**config.mk**
```make
export PLATFORM = sky130hd
export DESIGN_NAME = spi_xfer_engine
export DESIGN_NICKNAME = d
export VERILOG_FILES = /design/src/rtl/spi_eng_pkg.sv /design/src/rtl/spi_eng_sckgen.sv /design/src/rtl/spi_eng_shreg.sv /design/src/rtl/spi_eng_ssel.sv /design/src/rtl/spi_xfer_engine.sv
export SDC_FILE = /design/constraint.sdc
export NUM_CORES = 1
export LEC_CHECK = 0
export BUFFER_PORTS_ARGS = -buffer_cell sky130_fd_sc_hd__buf_2
export CAP_MARGIN = 15
export CORE_MARGIN = 2
export CORE_UTILIZATION = 60
export DETAILED_ROUTE_END_ITERATION = 12
export GPL_TIMING_DRIVEN = 0
export PLACE_DENSITY = 0.81
export SETUP_SLACK_MARGIN = 0.1
export SLEW_MARGIN = 25
export SYNTH_ARGS = -nofsm -noshare
export SYNTH_HDL_FRONTEND = slang
export SYNTH_HIERARCHICAL = 1
export SYNTH_SLANG_ARGS = --single-unit
```
**constraint.sdc**
```tcl
create_clock -name clk -period 8.35 [get_ports clk]
set_clock_uncertainty 0.15 [all_clocks]
set_input_delay 1.67 -clock clk [delete_from_list [all_inputs] [get_ports clk]]
set_output_delay 1.67 -clock clk [all_outputs]
set_load 0.05 [all_outputs]
```
**src/rtl/spi_eng_pkg.sv**
```systemverilog
package spi_eng_pkg;

  // Per-transfer bit ordering and edge selection, latched at acceptance.
  typedef struct packed {
    logic lsb_first;
    logic launch_fall;
    logic sample_fall;
  } bit_mode_t;

endpackage

```
**src/rtl/spi_eng_sckgen.sv**
```systemverilog
// Serial clock generator: half-period counter, edge strobes, end detection.
module spi_eng_sckgen #(
  parameter int CNT_W  = 6,
  parameter int HALF_W = 7
) (
  input  logic              clk,
  input  logic              rst_n,
  input  logic              start,
  input  logic [HALF_W-1:0] half,
  input  logic [CNT_W-1:0]  n_bits,
  output logic              active,
  output logic              sck,
  output logic              rise_ev,
  output logic              fall_ev,
  output logic              last_ev
);

  logic [HALF_W-1:0] cnt;
  logic [CNT_W-1:0]  rise_cnt;
  logic              tick;

  assign tick    = active && (cnt == '0);
  assign rise_ev = tick && !sck;
  assign fall_ev = tick && sck;
  assign last_ev = fall_ev && (rise_cnt == n_bits);

  always_ff @(posedge clk or negedge rst_n) begin
    if (!rst_n) begin
      active   <= 1'b0;
      sck      <= 1'b0;
      cnt      <= '0;
      rise_cnt <= '0;
    end else if (start) begin
      active   <= 1'b1;
      sck      <= 1'b0;
      cnt      <= half - 1'b1;
      rise_cnt <= '0;
    end else if (tick) begin
      cnt <= half - 1'b1;
      if (last_ev) begin
        active <= 1'b0;
        sck    <= 1'b0;
      end else begin
        sck <= !sck;
      end
      if (rise_ev) rise_cnt <= rise_cnt + 1'b1;
    end else if (active) begin
      cnt <= cnt - 1'b1;
    end
  end


  sck_idle_low_chk: assert property (@(posedge clk) disable iff (!rst_n)
    !active |-> !sck);


  rise_bound_chk: assert property (@(posedge clk) disable iff (!rst_n)
    active |-> (rise_cnt <= n_bits));


  busy_hold_chk: assert property (@(posedge clk) disable iff (!rst_n)
    (active && !last_ev) |=> active);

endmodule

```
**src/rtl/spi_eng_shreg.sv**
```systemverilog
// Shared transmit/receive word with independent launch and capture pointers.
module spi_eng_shreg
  import spi_eng_pkg::*;
#(
  parameter int MAX_LEN = 32,
  parameter int CNT_W   = 6,
  localparam int IDX_W  = $clog2(MAX_LEN)
) (
  input  logic               clk,
  input  logic               rst_n,
  input  logic               start,
  input  logic [MAX_LEN-1:0] tx_word,
  input  logic [CNT_W-1:0]   n_bits,
  input  bit_mode_t          mode,
  input  logic               rise_ev,
  input  logic               fall_ev,
  input  logic               last_ev,
  input  logic               miso,
  output logic               mosi,
  output logic [MAX_LEN-1:0] rx_word,
  output logic               done
);

  logic [MAX_LEN-1:0] word_q;
  logic [MAX_LEN-1:0] word_nxt;
  logic [MAX_LEN-1:0] len_mask;
  logic [CNT_W-1:0]   tx_k;
  logic [CNT_W-1:0]   rx_k;
  logic               seen_rise;
  logic               launch;
  logic               sample;
  logic [IDX_W-1:0]   tx_pos;
  logic [IDX_W-1:0]   rx_pos;
  logic [IDX_W-1:0]   first_pos;

  // Serial position k maps to a word bit according to the bit order.
  function automatic logic [IDX_W-1:0] bit_pos(input logic [CNT_W-1:0] k,
                                               input logic [CNT_W-1:0] n,
                                               input logic lsb);
    logic [CNT_W-1:0] p;
    p = lsb ? k : (n - k - 1'b1);
    return p[IDX_W-1:0];
  endfunction

  assign first_pos = bit_pos('0, n_bits, mode.lsb_first);
  assign tx_pos    = bit_pos(tx_k, n_bits, mode.lsb_first);
  assign rx_pos    = bit_pos(rx_k, n_bits, mode.lsb_first);

  // The first launch-polarity edge is skipped when launching on rises:
  // the first bit was already placed at acceptance.
  assign launch = (tx_k < n_bits) &&
                  (mode.launch_fall ? (fall_ev && !last_ev) : (rise_ev && seen_rise));
  assign sample = (rx_k < n_bits) && (mode.sample_fall ? fall_ev : rise_ev);

  always_comb begin
    word_nxt = word_q;
    if (sample) word_nxt[rx_pos] = miso;
  end

  always_comb begin
    for (int i = 0; i < MAX_LEN; i++) len_mask[i] = (i < int'(n_bits));
  end

  always_ff @(posedge clk or negedge rst_n) begin
    if (!rst_n) begin
      word_q    <= '0;
      mosi      <= 1'b0;
      tx_k      <= '0;
      rx_k      <= '0;
      seen_rise <= 1'b0;
      rx_word   <= '0;
      done      <= 1'b0;
    end else begin
      done <= 1'b0;
      if (start) begin
        word_q    <= tx_word;
        mosi      <= tx_word[first_pos];
        tx_k      <= CNT_W'(1);
        rx_k      <= '0;
        seen_rise <= 1'b0;
      end else begin
        word_q <= word_nxt;
        if (rise_ev) seen_rise <= 1'b1;
        if (launch) begin
          mosi <= word_q[tx_pos];
          tx_k <= tx_k + 1'b1;
        end
        if (sample) rx_k <= rx_k + 1'b1;
        if (last_ev) begin
          rx_word <= word_nxt & len_mask;
          done    <= 1'b1;
        end
      end
    end
  end


  all_launched_chk: assert property (@(posedge clk) disable iff (!rst_n)
    last_ev |-> (tx_k == n_bits));


  all_sampled_chk: assert property (@(posedge clk) disable iff (!rst_n)
    last_ev |-> ((rx_k + CNT_W'(sample)) == n_bits));


  done_pulse_chk: assert property (@(posedge clk) disable iff (!rst_n)
    done |=> !done);


  rx_hold_chk: assert property (@(posedge clk) disable iff (!rst_n)
    !done |-> $stable(rx_word));

endmodule

```
**src/rtl/spi_eng_ssel.sv**
```systemverilog
// Lowest-set-bit slave pick, latched per transfer, driven active low.
module spi_eng_ssel #(
  parameter int SS_N = 4
) (
  input  logic            clk,
  input  logic            rst_n,
  input  logic            start,
  input  logic            active,
  input  logic [SS_N-1:0] mask,
  output logic [SS_N-1:0] ss_n
);

  logic [SS_N-1:0] below;
  logic [SS_N-1:0] pick;
  logic [SS_N-1:0] sel_q;

  generate
    for (genvar i = 0; i < SS_N; i++) begin : g_pick
      if (i == 0) begin : g_first
        assign below[i] = 1'b0;
      end else begin : g_rest
        assign below[i] = below[i-1] || mask[i-1];
      end
      assign pick[i] = mask[i] && !below[i];
    end
  endgenerate

  always_ff @(posedge clk or negedge rst_n) begin
    if (!rst_n)     sel_q <= '0;
    else if (start) sel_q <= pick;
  end

  assign ss_n = ~(sel_q & {SS_N{active}});


  ss_onehot_chk: assert property (@(posedge clk) disable iff (!rst_n)
    $onehot0(~ss_n));


  ss_hold_chk: assert property (@(posedge clk) disable iff (!rst_n)
    (active && $past(active)) |-> $stable(ss_n));

endmodule

```
**src/rtl/spi_xfer_engine.sv**
```systemverilog
// SPI master transfer engine top: handshake, setting latch, sub-block wiring.
module spi_xfer_engine
  import spi_eng_pkg::*;
#(
  parameter int MAX_LEN = 32,
  parameter int SS_N    = 4,
  parameter int DIV_W   = 8,
  parameter int DIV_MIN = 2,
  parameter int DIV_MAX = 128,
  localparam int LEN_W  = $clog2(MAX_LEN),
  localparam int CNT_W  = $clog2(MAX_LEN + 1),
  localparam int HALF_W = $clog2(DIV_MAX / 2 + 1)
) (
  input  logic               clk,
  input  logic               rst_n,
  input  logic               start_valid,
  output logic               start_ready,
  input  logic [MAX_LEN-1:0] tx_word,
  input  logic [LEN_W-1:0]   word_len,
  input  logic               lsb_first,
  input  logic               launch_fall,
  input  logic               sample_fall,
  input  logic [DIV_W-1:0]   sck_div,
  input  logic [SS_N-1:0]    ss_mask,
  output logic               busy,
  output logic               done,
  output logic [MAX_LEN-1:0] rx_word,
  output logic               sck,
  output logic               mosi,
  input  logic               miso,
  output logic [SS_N-1:0]    ss_n
);

  logic              accept;
  logic              busy_w;
  logic [CNT_W-1:0]  nb_in, nb_q, nb_use;
  logic [HALF_W-1:0] half_in, half_q, half_use;
  bit_mode_t         mode_in, mode_q, mode_use;
  logic [DIV_W-1:0]  div_clamped;
  logic              rise_ev, fall_ev, last_ev;

  assign start_ready = !busy_w;
  assign accept      = start_valid && start_ready;
  assign busy        = busy_w;

  always_comb begin
    nb_in = (word_len == '0) ? CNT_W'(MAX_LEN) : CNT_W'(word_len);
    if (sck_div < DIV_W'(DIV_MIN))      div_clamped = DIV_W'(DIV_MIN);
    else if (sck_div > DIV_W'(DIV_MAX)) div_clamped = DIV_W'(DIV_MAX);
    else                                div_clamped = sck_div;
    half_in             = HALF_W'(div_clamped >> 1);
    mode_in.lsb_first   = lsb_first;
    mode_in.launch_fall = launch_fall;
    mode_in.sample_fall = sample_fall;
  end

  always_ff @(posedge clk or negedge rst_n) begin
    if (!rst_n) begin
      nb_q   <= '0;
      half_q <= '0;
      mode_q <= '0;
    end else if (accept) begin
      nb_q   <= nb_in;
      half_q <= half_in;
      mode_q <= mode_in;
    end
  end

  // Settings take effect on the accepting edge itself, then come from the latch.
  assign nb_use   = accept ? nb_in   : nb_q;
  assign half_use = accept ? half_in : half_q;
  assign mode_use = accept ? mode_in : mode_q;

  spi_eng_sckgen #(
    .CNT_W (CNT_W),
    .HALF_W(HALF_W)
  ) u_sckgen (
    .clk    (clk),
    .rst_n  (rst_n),
    .start  (accept),
    .half   (half_use),
    .n_bits (nb_use),
    .active (busy_w),
    .sck    (sck),
    .rise_ev(rise_ev),
    .fall_ev(fall_ev),
    .last_ev(last_ev)
  );

  spi_eng_shreg #(
    .MAX_LEN(MAX_LEN),
    .CNT_W  (CNT_W)
  ) u_shreg (
    .clk    (clk),
    .rst_n  (rst_n),
    .start  (accept),
    .tx_word(tx_word),
    .n_bits (nb_use),
    .mode   (mode_use),
    .rise_ev(rise_ev),
    .fall_ev(fall_ev),
    .last_ev(last_ev),
    .miso   (miso),
    .mosi   (mosi),
    .rx_word(rx_word),
    .done   (done)
  );

  spi_eng_ssel #(
    .SS_N(SS_N)
  ) u_ssel (
    .clk   (clk),
    .rst_n (rst_n),
    .start (accept),
    .active(busy_w),
    .mask  (ss_mask),
    .ss_n  (ss_n)
  );


  accept_busy_chk: assert property (@(posedge clk) disable iff (!rst_n)
    accept |=> (busy && !start_ready));


  cfg_frozen_chk: assert property (@(posedge clk) disable iff (!rst_n)
    (busy && $past(busy)) |-> $stable({nb_q, half_q, mode_q}));


  done_at_end_chk: assert property (@(posedge clk) disable iff (!rst_n)
    done |-> $fell(busy));


  end_gives_done_chk: assert property (@(posedge clk) disable iff (!rst_n)
    $fell(busy) |-> done);


  mosi_fall_edge_chk: assert property (@(posedge clk) disable iff (!rst_n)
    (busy && mode_q.launch_fall && !$stable(mosi) && !$past(accept)) |-> $fell(sck));


  mosi_rise_edge_chk: assert property (@(posedge clk) disable iff (!rst_n)
    (busy && !mode_q.launch_fall && !$stable(mosi) && !$past(accept)) |-> $rose(sck));

endmodule

```
==> summary.txt, run 1 <==
Critical path
  • Critical path startpoint category: input pin
  • Kind of end point of the critical path: register
  • Arrival @ worst endpoint: 5.84 ns
  • CP max FO: 10
  • Critical path, cell by cell: buf_2, nand2b_4, buf_6, buf_6, mux2_2, clkbuf_1, inv_1, ha_1, nor2_1, a22o_1, nor3b_2, nor3b_2, buf_2, and3_1, mux2i_1, a21oi_1
  • Crit path kind: input pin to register
  • Worst path max stage delay: 0.51 ns
  • WP data required: 8.47 ns
  • CP max-delay cell: clkbuf_1

Pwr
  • Power Density: 316 nW/um^2
  • Final Power: 2.71 mW
  • Leakage: 4.03 nW
  • Peak VDD IR: 0.154 mV

Clock network
  • Skew-Pair Late Insertion Delay: 0.42 ns
  • Hold buffer count at CTS: 0
  • CTS tree: yes
  • CTS H-tree depth: 4
  • Total CTS buffers: 17
  • Post_cts resized: 0
  • Max Buffers Root-to-Sink: 2
  • Postcts setup bufs: 0
  • Clock sinks: 114
  • Clock Pin Slew Worst Setup and Hold Paths: 0.06 ns
  • CTS root buf: clkbuf_16

Status
  • Status: complete, no violations

Yosys
  • Async S/R FF share, synth: 100%
  • Post-Syn Nets: 868
  • Syn Area/Cell: 9.28 um^2
  • Number of synthesized flops with an enable pin: 0
  • Netlist cell types: 70
  • Yosys warns: 6
  • Synthesized flop and latch total: 114
  • Most used DFF post-synth: dfrtp_1
  • Post-Syn Area: 7270 um^2
  • Post-Syn Instances: 783
  • Register area share after synthesis: 39.3%

Placed design
  • GP Congestion: 1.02
  • DP HPWL: 17400 um
  • Port Buffers: 95

Flow run
  • Max-Cap Viols: 0

Detailed routing
  • DR vias: 6794
  • DRT iter0 DRCs: 718
  • DRT antenna net count: 0
  • DRC Markers: 0
  • WL/cell: 22.7 um
  • Wire length after detailed routing: 24000 um
  • DR pass1 iterations: 6
  • Via density: 6.42

STA
  • Hold Vio Cnt, Final: 0
  • Min Tclk post-route: 5.71 ns
  • Maximum clock rate: 175 MHz
  • Pins over their slew limit: 0
  • Final period utilization: 68.4%
  • Worst slew margin: 44.3%
  • Setup TNS: 0 ns
  • Worst-Margin Slew: 0.836 ns
  • RSZ-0062 raised after global routing: no
  • Hold slack: 0.337 ns
  • Final setup fails: 0

Floorplanning
  • Area of the core: 11900 um^2
  • # IOs: 97
  • Total die area: 13000 um^2
  • Die X-Extent: 114 um
  • Core Rows: 40
  • Die height: 114 um
  • Initial Util: 61.0%

GRT
  • Vias in the first global route: 6693
  • First-pass GRT wire length: 36900 um
  • GRT Overall Usage: 38.0%
  • Initial antenna violation count: 0
  • Largest net degree at the start of global routing: 59
  • Total grt overflow: 0

Final layout
  • Final core utilization: 71.9%
  • Share of layout cells above drive strength 1: 21.8%
  • Fillers: 923
  • Final net count: 983
  • Syn-to-layout area delta: 17.9%
  • Most frequent cells in the layout: 114 x dfrtp_1, 103 x buf_2, 84 x nand2_1, 76 x nor2_1, 45 x a21oi_1
  • Antenna diode count: 0
  • Leading cell type in the layout, fill and taps excluded: dfrtp_1

Worst hold path
  • Hold/Removal Path Class: register to register
==> routing by layer <==
| metal | vias to the layer above | wire length [um] | GRT usage (%) |
|---|---|---|---|
| li1 | 3009 | - | - |
| met1 | 3301 | 9990 | 50.6 |
| met2 | 402 | 11100 | 59.6 |
| met3 | 82 | 1880 | 7.25 |
| met4 | 0 | 1070 | 19.3 |
| met5 | - | 0 | 0 |
==> sequential cells by signal, indices dropped and copies added, names as in the netlist, 3 cells and up <==
| register | cells |
|---|---|
| u_shreg/rx_word | 32 |
| u_shreg/word_q | 32 |
| half_q | 7 |
| u_sckgen/cnt | 7 |
| nb_q | 6 |
| u_sckgen/rise_cnt | 6 |
| u_shreg/rx_k | 6 |
| u_shreg/tx_k | 6 |
| u_ssel/sel_q | 4 |
| mode_q | 3 |
==> cells in the mapped netlist, drive strengths merged (2+ instances only) <==
cell type,number,area share (%)
dfrtp,114,39
nand2,85,4.4
nor2,76,3.9
a21oi,45,3.1
nand3,43,3.4
mux2,42,7.2
o21ai,42,2.9
inv,38,2.0
mux2i,35,4.8
ha,27,4.6
clkbuf,26,1.4
xnor2,24,2.9
and3,14,1.2
buf,14,1.2
a22o,13,1.6
nor3,13,1.1
xor2,13,1.6
nand2b,10,0.96
o31ai,10,1.1
a31oi,8,0.69
nand4,7,0.60
nor4,6,0.72
o22ai,6,0.52
a22oi,5,0.52
a32oi,5,0.60
nor3b,5,0.65
a21o,4,0.41
and2,4,0.34
nor2b,4,0.34
o211ai,4,0.41
a2111oi,3,0.62
o32ai,3,0.36
or2,3,0.26
or3,3,0.26
a211oi,2,0.21
a32o,2,0.28
clkinv,2,0.10
fa,2,0.55
mux4,2,0.62
nand3b,2,0.21
o21a,2,0.21
o221ai,2,0.24
or4,2,0.26
==> cell families after synthesis <==
kind of cell | synth area share (%)
compound gates | 14.3
xor+xnor | 4.46
fa+ha+maj | 5.20
buf+inv | 4.61
flops | 39.3
mux | 12.7
simple gates | 19.5
==> worst max-delay path: cells and delay by family <==
kind / cells / cell delay, ns
fa+ha+maj: 1 / 0.44
buf+inv: 6 / 1.56
simple gates: 5 / 1.02
compound gates: 2 / 0.32
mux: 2 / 0.80
==> where the power goes <==
group	switching [mW]	internal [mW]	total [mW]
registers	0.102	0.669	0.771
logic	0.760	0.419	1.18
clock network	0.285	0.472	0.757
==> final timing paths <==
check,from,to,slack (ns),depth (start not counted)
max in group asynchronous,rst_n,u_shreg/rx_word[20],6.31,2
hold reg to reg,u_shreg/rx_word[1],u_shreg/rx_word[1],0.34,2
setup / recovery,start_valid,u_shreg/word_q[20],2.64,16
hold / removal,u_shreg/rx_word[1],u_shreg/rx_word[1],0.34,2
min in group asynchronous,rst_n,u_shreg/tx_k[4],1.05,1
setup reg to reg,u_sckgen/active,u_shreg/word_q[20],3.38,15
==> final cells by class <==
type                    count  area (um^2)  area share, %
plain buffers              40          185           2.16
clock buffers              17          425           4.96
clock inverters            15          183           2.13
inverters                  40          150           1.75
multi-input cells         589         4080           47.6
flip-flops and latches    114         2850           33.3
well taps                 147          184           2.15
repair buffers             96          509           5.94
==> stage by stage <==
stage	cell area [um^2]	setup WS (ns)	cells
2_1_floorplan	7270	3.49	783
3_3_place_gp	7930	2.44	1025
3_5_place_dp	7960	2.36	1026
4_1_cts	8570	2.80	1058
5_1_grt	8570	2.59	1058
6_report	8570	2.64	1058
Note: power is estimated with default switching activity, not from simulation.
==> inputs of run 2 (changes only) <==
Settings changed: CORE_UTILIZATION 60 to 53, PLACE_DENSITY 0.81 to 0.75.
Clock period 8.35 ns to 4.58 ns, I/O delays scaled along.
==> run 2 against run 1 <==
Effect of this change: core utilization shrank 7.3 points; power rose by 77%; register-to-register slack lost 3.2 ns; critical path depth fell by 2; die area increased by 13%; combinational power grew 80%; worst hold slack got worse by 0.047 ns; count of clock-buffer cells in the layout up 8; sequential share of layout area decreased by 0.11 points; sequential power increased by 79%.
==> summary.txt, run 2 (synthesis gave the netlist of run 1 again) <==
Critical path
  • Crit path kind: input pin to register
  • Critical path buffers and inverters: 4
  • Worst r2r src: u_sckgen/active
  • Critical Path Start: start_valid
  • Worst path max stage delay: 0.52 ns
  • WP data required: 4.73 ns
  • R2R depth: 13
  • Kind of end point of the critical path: register
  • Critical path, cell by cell: buf_2, nand2b_4, buf_6, mux2_2, inv_1, ha_1, a21o_1, a2111oi_4, nor3b_2, nor3_4, buf_6, nand3_2, mux2_4, mux2_4
  • Critical path startpoint category: input pin
  • CP delay by family, top: multiplexers
  • R2r endpoint: u_shreg/word_q[24]
  • CP max-delay cell: mux2_2
  • Reg-to-reg slack, setup: 0.21 ns
  • CP max FO: 13
  • Arrival @ worst endpoint: 4.54 ns

Detailed routing
  • DR pass1 iterations: 5
  • DRT iter0 DRCs: 528
  • DR vias: 6623
  • DRT antenna net count: 0
  • Wire length after detailed routing: 21300 um
  • WL/cell: 19.6 um
  • Via density: 6.10
  • DRC Markers: 0

STA
  • RSZ-0062 raised after global routing: no
  • Hold Vio Cnt, Final: 0
  • Worst slew margin: 28.4%
  • Pins over their slew limit: 0
  • Final WS setup: 0.192 ns
  • Min Tclk post-route: 4.39 ns
  • Final period utilization: 95.8%
  • Maximum clock rate: 228 MHz
  • Worst-Margin Slew: 1.07 ns
  • Final setup fails: 0

Placed design
  • DP HPWL: 16000 um
  • Dpl ws: -0.464 ns
  • Port Buffers: 95
  • GP Congestion: 0.993
  • Dpl cell area: 8000 um^2

Clock network
  • Postcts setup bufs: 0
  • Hold buffer count at CTS: 0
  • CTS tree: yes
  • Clock Pin Slew Worst Setup and Hold Paths: 0.06 ns
  • Total CTS buffers: 17
  • Max Buffers Root-to-Sink: 2
  • Skew-Pair Late Insertion Delay: 0.43 ns
  • CTS H-tree depth: 4
  • CTS root buf: clkbuf_16
  • Clock sinks: 114

GRT
  • Largest net degree at the start of global routing: 68
  • Vias in the first global route: 6371
  • Total grt overflow: 0
  • GRT Overall Usage: 30.0%
  • Initial antenna violation count: 0
  • First-pass GRT wire length: 33400 um

Final layout
  • Post-route cell area: 8600 um^2
  • Leading cell type in the layout, fill and taps excluded: dfrtp_1
  • Syn-to-layout area delta: 18.3%
  • Most frequent cells in the layout: 114 x dfrtp_1, 103 x buf_2, 84 x nand2_1, 76 x nor2_1, 45 x a21oi_1
  • Antenna diode count: 0
  • Share of layout cells above drive strength 1: 22.0%
  • Top Registers: u_shreg/rx_word x32, u_shreg/word_q x32
  • Final net count: 982

Floorplanning
  • Die X-Extent: 121 um
  • Total die area: 14700 um^2
  • Area of the core: 13300 um^2
  • Die height: 121 um
  • # IOs: 97
  • Core Rows: 42
  • Initial Util: 54.7%

Status
  • Status: complete, no violations

Pwr
  • Leakage: 4.04 nW
  • Peak VDD IR: 0.307 mV
  • Power Density: 556 nW/um^2

Flow run
  • Max-Cap Viols: 0

Worst hold path
  • Hold/Removal Path Class: input pin to async pin
## run 2: changes by cell type in the layout (fill, tap and decap cells not counted), sizes merged
cell	change
clkinvlp	-2
inv	-4
bufinv	-2
clkbuf	+7
## run 2: report_power, final
part / switching [mW] / internal (mW)
clock: 0.455 / 0.831
combinational: 1.35 / 0.771
sequential: 0.158 / 1.22
total: 1.96 / 2.82
## run 2: per-layer routing
layer / GRT usage, % / routed length (um) / up-vias
li1: - / - / 3019
met1: 39.9 / 8950 / 3176
met2: 47.0 / 9750 / 366
met3: 6.20 / 1780 / 62
met4: 14.2 / 858 / 0
met5: 0 / 0 / -
## run 2: worst max-delay path by stage
stage | slack [ns] | to | depth (start not counted)
finish | 0.19 | u_shreg/word_q[24] | 14
global route | 0.11 | u_shreg/word_q[22] | 12
CTS | 0.14 | u_shreg/mosi | 15
detailed placement | -0.46 | u_shreg/mosi | 16
global placement | -0.47 | u_shreg/mosi | 16
floorplan | 0.48 | u_shreg/word_q[26] | 15
## run 2: final cells by class
type | count | area (um^2)
buffer | 39 | 184
sequential | 114 | 2850
clock inverter | 7 | 72.6
timing repair buffer | 96 | 509
multi-input combinational | 589 | 4090
inverter | 40 | 150
fill | 1110 | 4700
clock buffer | 25 | 515
tap | 176 | 220
## run 2: timing repair
item                       4_1_cts  5_1_grt
gates cloned                     0        0
setup endpoints to repair        6        1
resized for setup                2        4
## run 2: metrics by stage
stage	power, mW	setup TNS [ns]	utilization (%)	hold slack (ns)	cells
floorplan	2.83	0	-	0.310	783
global placement	3.37	-11.01	59.9	0.310	1054
detailed placement	3.41	-12.95	60.1	0.324	1055
CTS	4.72	0	64.6	0.297	1086
global route	5.01	0	64.7	0.323	1086
finish	4.78	0	64.7	0.290	1086
==> inputs of run 3 (changes only) <==
Settings changed: CORE_MARGIN 2 to not set, REMOVE_ABC_BUFFERS set to 1.
==> run 3 against run 2 <==
Effect of this change: die area down 3.3%; design area up 0.44%; cell count down 2.5%; clock power up 12%; non-clock buffer count down 27; sequential share of layout area down 0.13 points; maximum frequency up 3.0%; combinational power about the same; core utilization up 0.28 points; sequential cell count unchanged.
==> summary.txt, run 3 (synthesis gave the netlist of run 1 again) <==
Detailed routing
  • DRT antenna net count: 0
  • DR vias: 6469
  • DR pass1 iterations: 6
  • Wire length after detailed routing: 20800 um
  • Via density: 6.11
  • DRC Markers: 0
  • WL/cell: 19.6 um
  • DRT iter0 DRCs: 658

Floorplanning
  • Core Rows: 42
  • # IOs: 97
  • Area of the core: 13300 um^2
  • Die height: 119 um
  • Initial Util: 54.7%
  • Total die area: 14200 um^2
  • Die X-Extent: 119 um

Final layout
  • Leading cell type in the layout, fill and taps excluded: dfrtp_1
  • Multi-input logic area: 4130 um^2
  • Final Non-Filler Cells: 1059
  • Reg area: 2850 um^2
  • Top Registers: u_shreg/rx_word x32, u_shreg/word_q x32
  • Antenna diode count: 0
  • Most frequent cells in the layout: 113 x dfrtp_1, 94 x buf_2, 83 x nand2_1, 75 x nor2_1, 45 x a21oi_1
  • Fillers: 1070
  • Share of layout cells above drive strength 1: 23.1%
  • Final net count: 955
  • Final core utilization: 64.9%
  • Syn-to-layout area delta: 18.8%

Clock network
  • Max Buffers Root-to-Sink: 2
  • CTS root buf: clkbuf_16
  • CTS tree: yes
  • Clock sinks: 114
  • CTS H-tree depth: 4
  • Skew-Pair Late Insertion Delay: 0.42 ns
  • Hold buffer count at CTS: 0
  • Clock Pin Slew Worst Setup and Hold Paths: 0.06 ns
  • Total CTS buffers: 17

GRT
  • Met1 Track Usage GR: 38.7%
  • GRT Overall Usage: 30.0%
  • M3 GR Usage: 6.61%
  • Met2 GRT Util: 47.7%
  • Initial antenna violation count: 0
  • Total grt overflow: 0
  • GR peak layer: met2
  • Vias in the first global route: 6241
  • Largest net degree at the start of global routing: 70
  • First-pass GRT wire length: 32600 um

Status
  • Status: complete, no violations

STA
  • Final setup fails: 0
  • Final WS setup: 0.321 ns
  • Maximum clock rate: 235 MHz
  • Min Tclk post-route: 4.26 ns
  • Hold Vio Cnt, Final: 0
  • Final period utilization: 93.0%
  • Worst slew margin: 36.5%
  • Pins over their slew limit: 0
  • Worst-Margin Slew: 0.949 ns
  • RSZ-0062 raised after global routing: no

Critical path
  • CP max-delay cell: fa_1
  • CP delay by family, top: simple AND/OR/NAND/NOR gates
  • Worst r2r src: u_sckgen/active
  • Arrival @ worst endpoint: 4.42 ns
  • Worst path depth: 10
  • Kind of end point of the critical path: register
  • WP data required: 4.74 ns
  • Most used cell, CP: mux2_2
  • Critical path buffers and inverters: 1
  • Reg-to-reg slack, setup: 0.32 ns
  • R2R depth: 10
  • Critical path startpoint category: register
  • Critical Path Start: u_sckgen/active
  • R2r endpoint: u_shreg/word_q[28]
  • Crit path kind: register to register
  • CP max FO: 24
  • Crit path to: u_shreg/word_q[28]
  • Worst path max stage delay: 0.67 ns
  • Critical path, cell by cell: nand2b_4, mux2_2, inv_1, fa_1, nor3b_1, a31oi_1, nor2_1, nand3_1, mux2_1, mux2_2

Pwr
  • Part of the power in the clock network: 29.2%
  • Sw Share: 39.8%
  • Combinational share of power: 42.9%
  • P_int: 3.00 mW
  • Sequential power share: 27.9%
  • Final Power: 4.98 mW
  • Peak VDD IR: 0.320 mV
  • Leakage: 4.06 nW
  • Power Density: 576 nW/um^2
  • Switching power: 1.98 mW

Flow run
  • Max-Cap Viols: 0

Placed design
  • GP Congestion: 0.927
  • Inst Count DP: 1018
  • DP HPWL: 13500 um
  • Port Buffers: 95
  • Dpl ws: -0.813 ns

Worst hold path
  • Hold/Removal Path Class: input pin to async pin
## run 3: worst min path at each step
stage,start,to,slack [ns]
floorplan,u_shreg/seen_rise,u_shreg/seen_rise,0.31
global placement,u_shreg/rx_word[6],u_shreg/rx_word[6],0.31
detailed placement,u_shreg/rx_word[5],u_shreg/rx_word[5],0.31
CTS,rst_n,half_q[1],0.29
global route,rst_n,half_q[1],0.31
finish,rst_n,half_q[1],0.28
## run 3: repair_timing
item,4_1_cts,5_1_grt
resized for setup,3,4
pin swaps,2,1
buffers inserted,5,4
setup endpoints to repair,65,39
endpoints found under the hold margin,0,0
## run 3: stage by stage
stage	area [um^2]	hold slack [ns]	TNS, ns
CTS	8600	0.289	0
detailed placement	7880	0.313	-38.55
floorplan	7080	0.310	-0.757
global placement	7780	0.311	-93.65
global route	8630	0.312	0
finish	8630	0.280	0
## run 3: routing by layer
layer / share of wire [%] / wire length (um)
met4: 4.8 / 997
met3: 8.9 / 1850
met1: 41 / 8460
met2: 46 / 9450
met5: 0 / 0
## run 3: power groups by stage
stage                     clock network [mW]  registers (mW)  logic [mW]
after floorplan                            0            1.38        1.40
after global placement                     0            1.38        1.95
after detailed placement                   0            1.39        2.00
after CTS                               1.46            1.38        2.03
after global routing                    1.51            1.41        2.28
final                                   1.45            1.39        2.14
## run 3: final cells by class
type | count | share of cell area [%]
clock buffers | 21 | 5.33
well taps | 176 | 2.55
multi-input cells | 589 | 47.8
repair buffers | 108 | 7.38
inverters | 40 | 1.74
flip-flops and latches | 114 | 33.1
clock inverters | 11 | 2.12
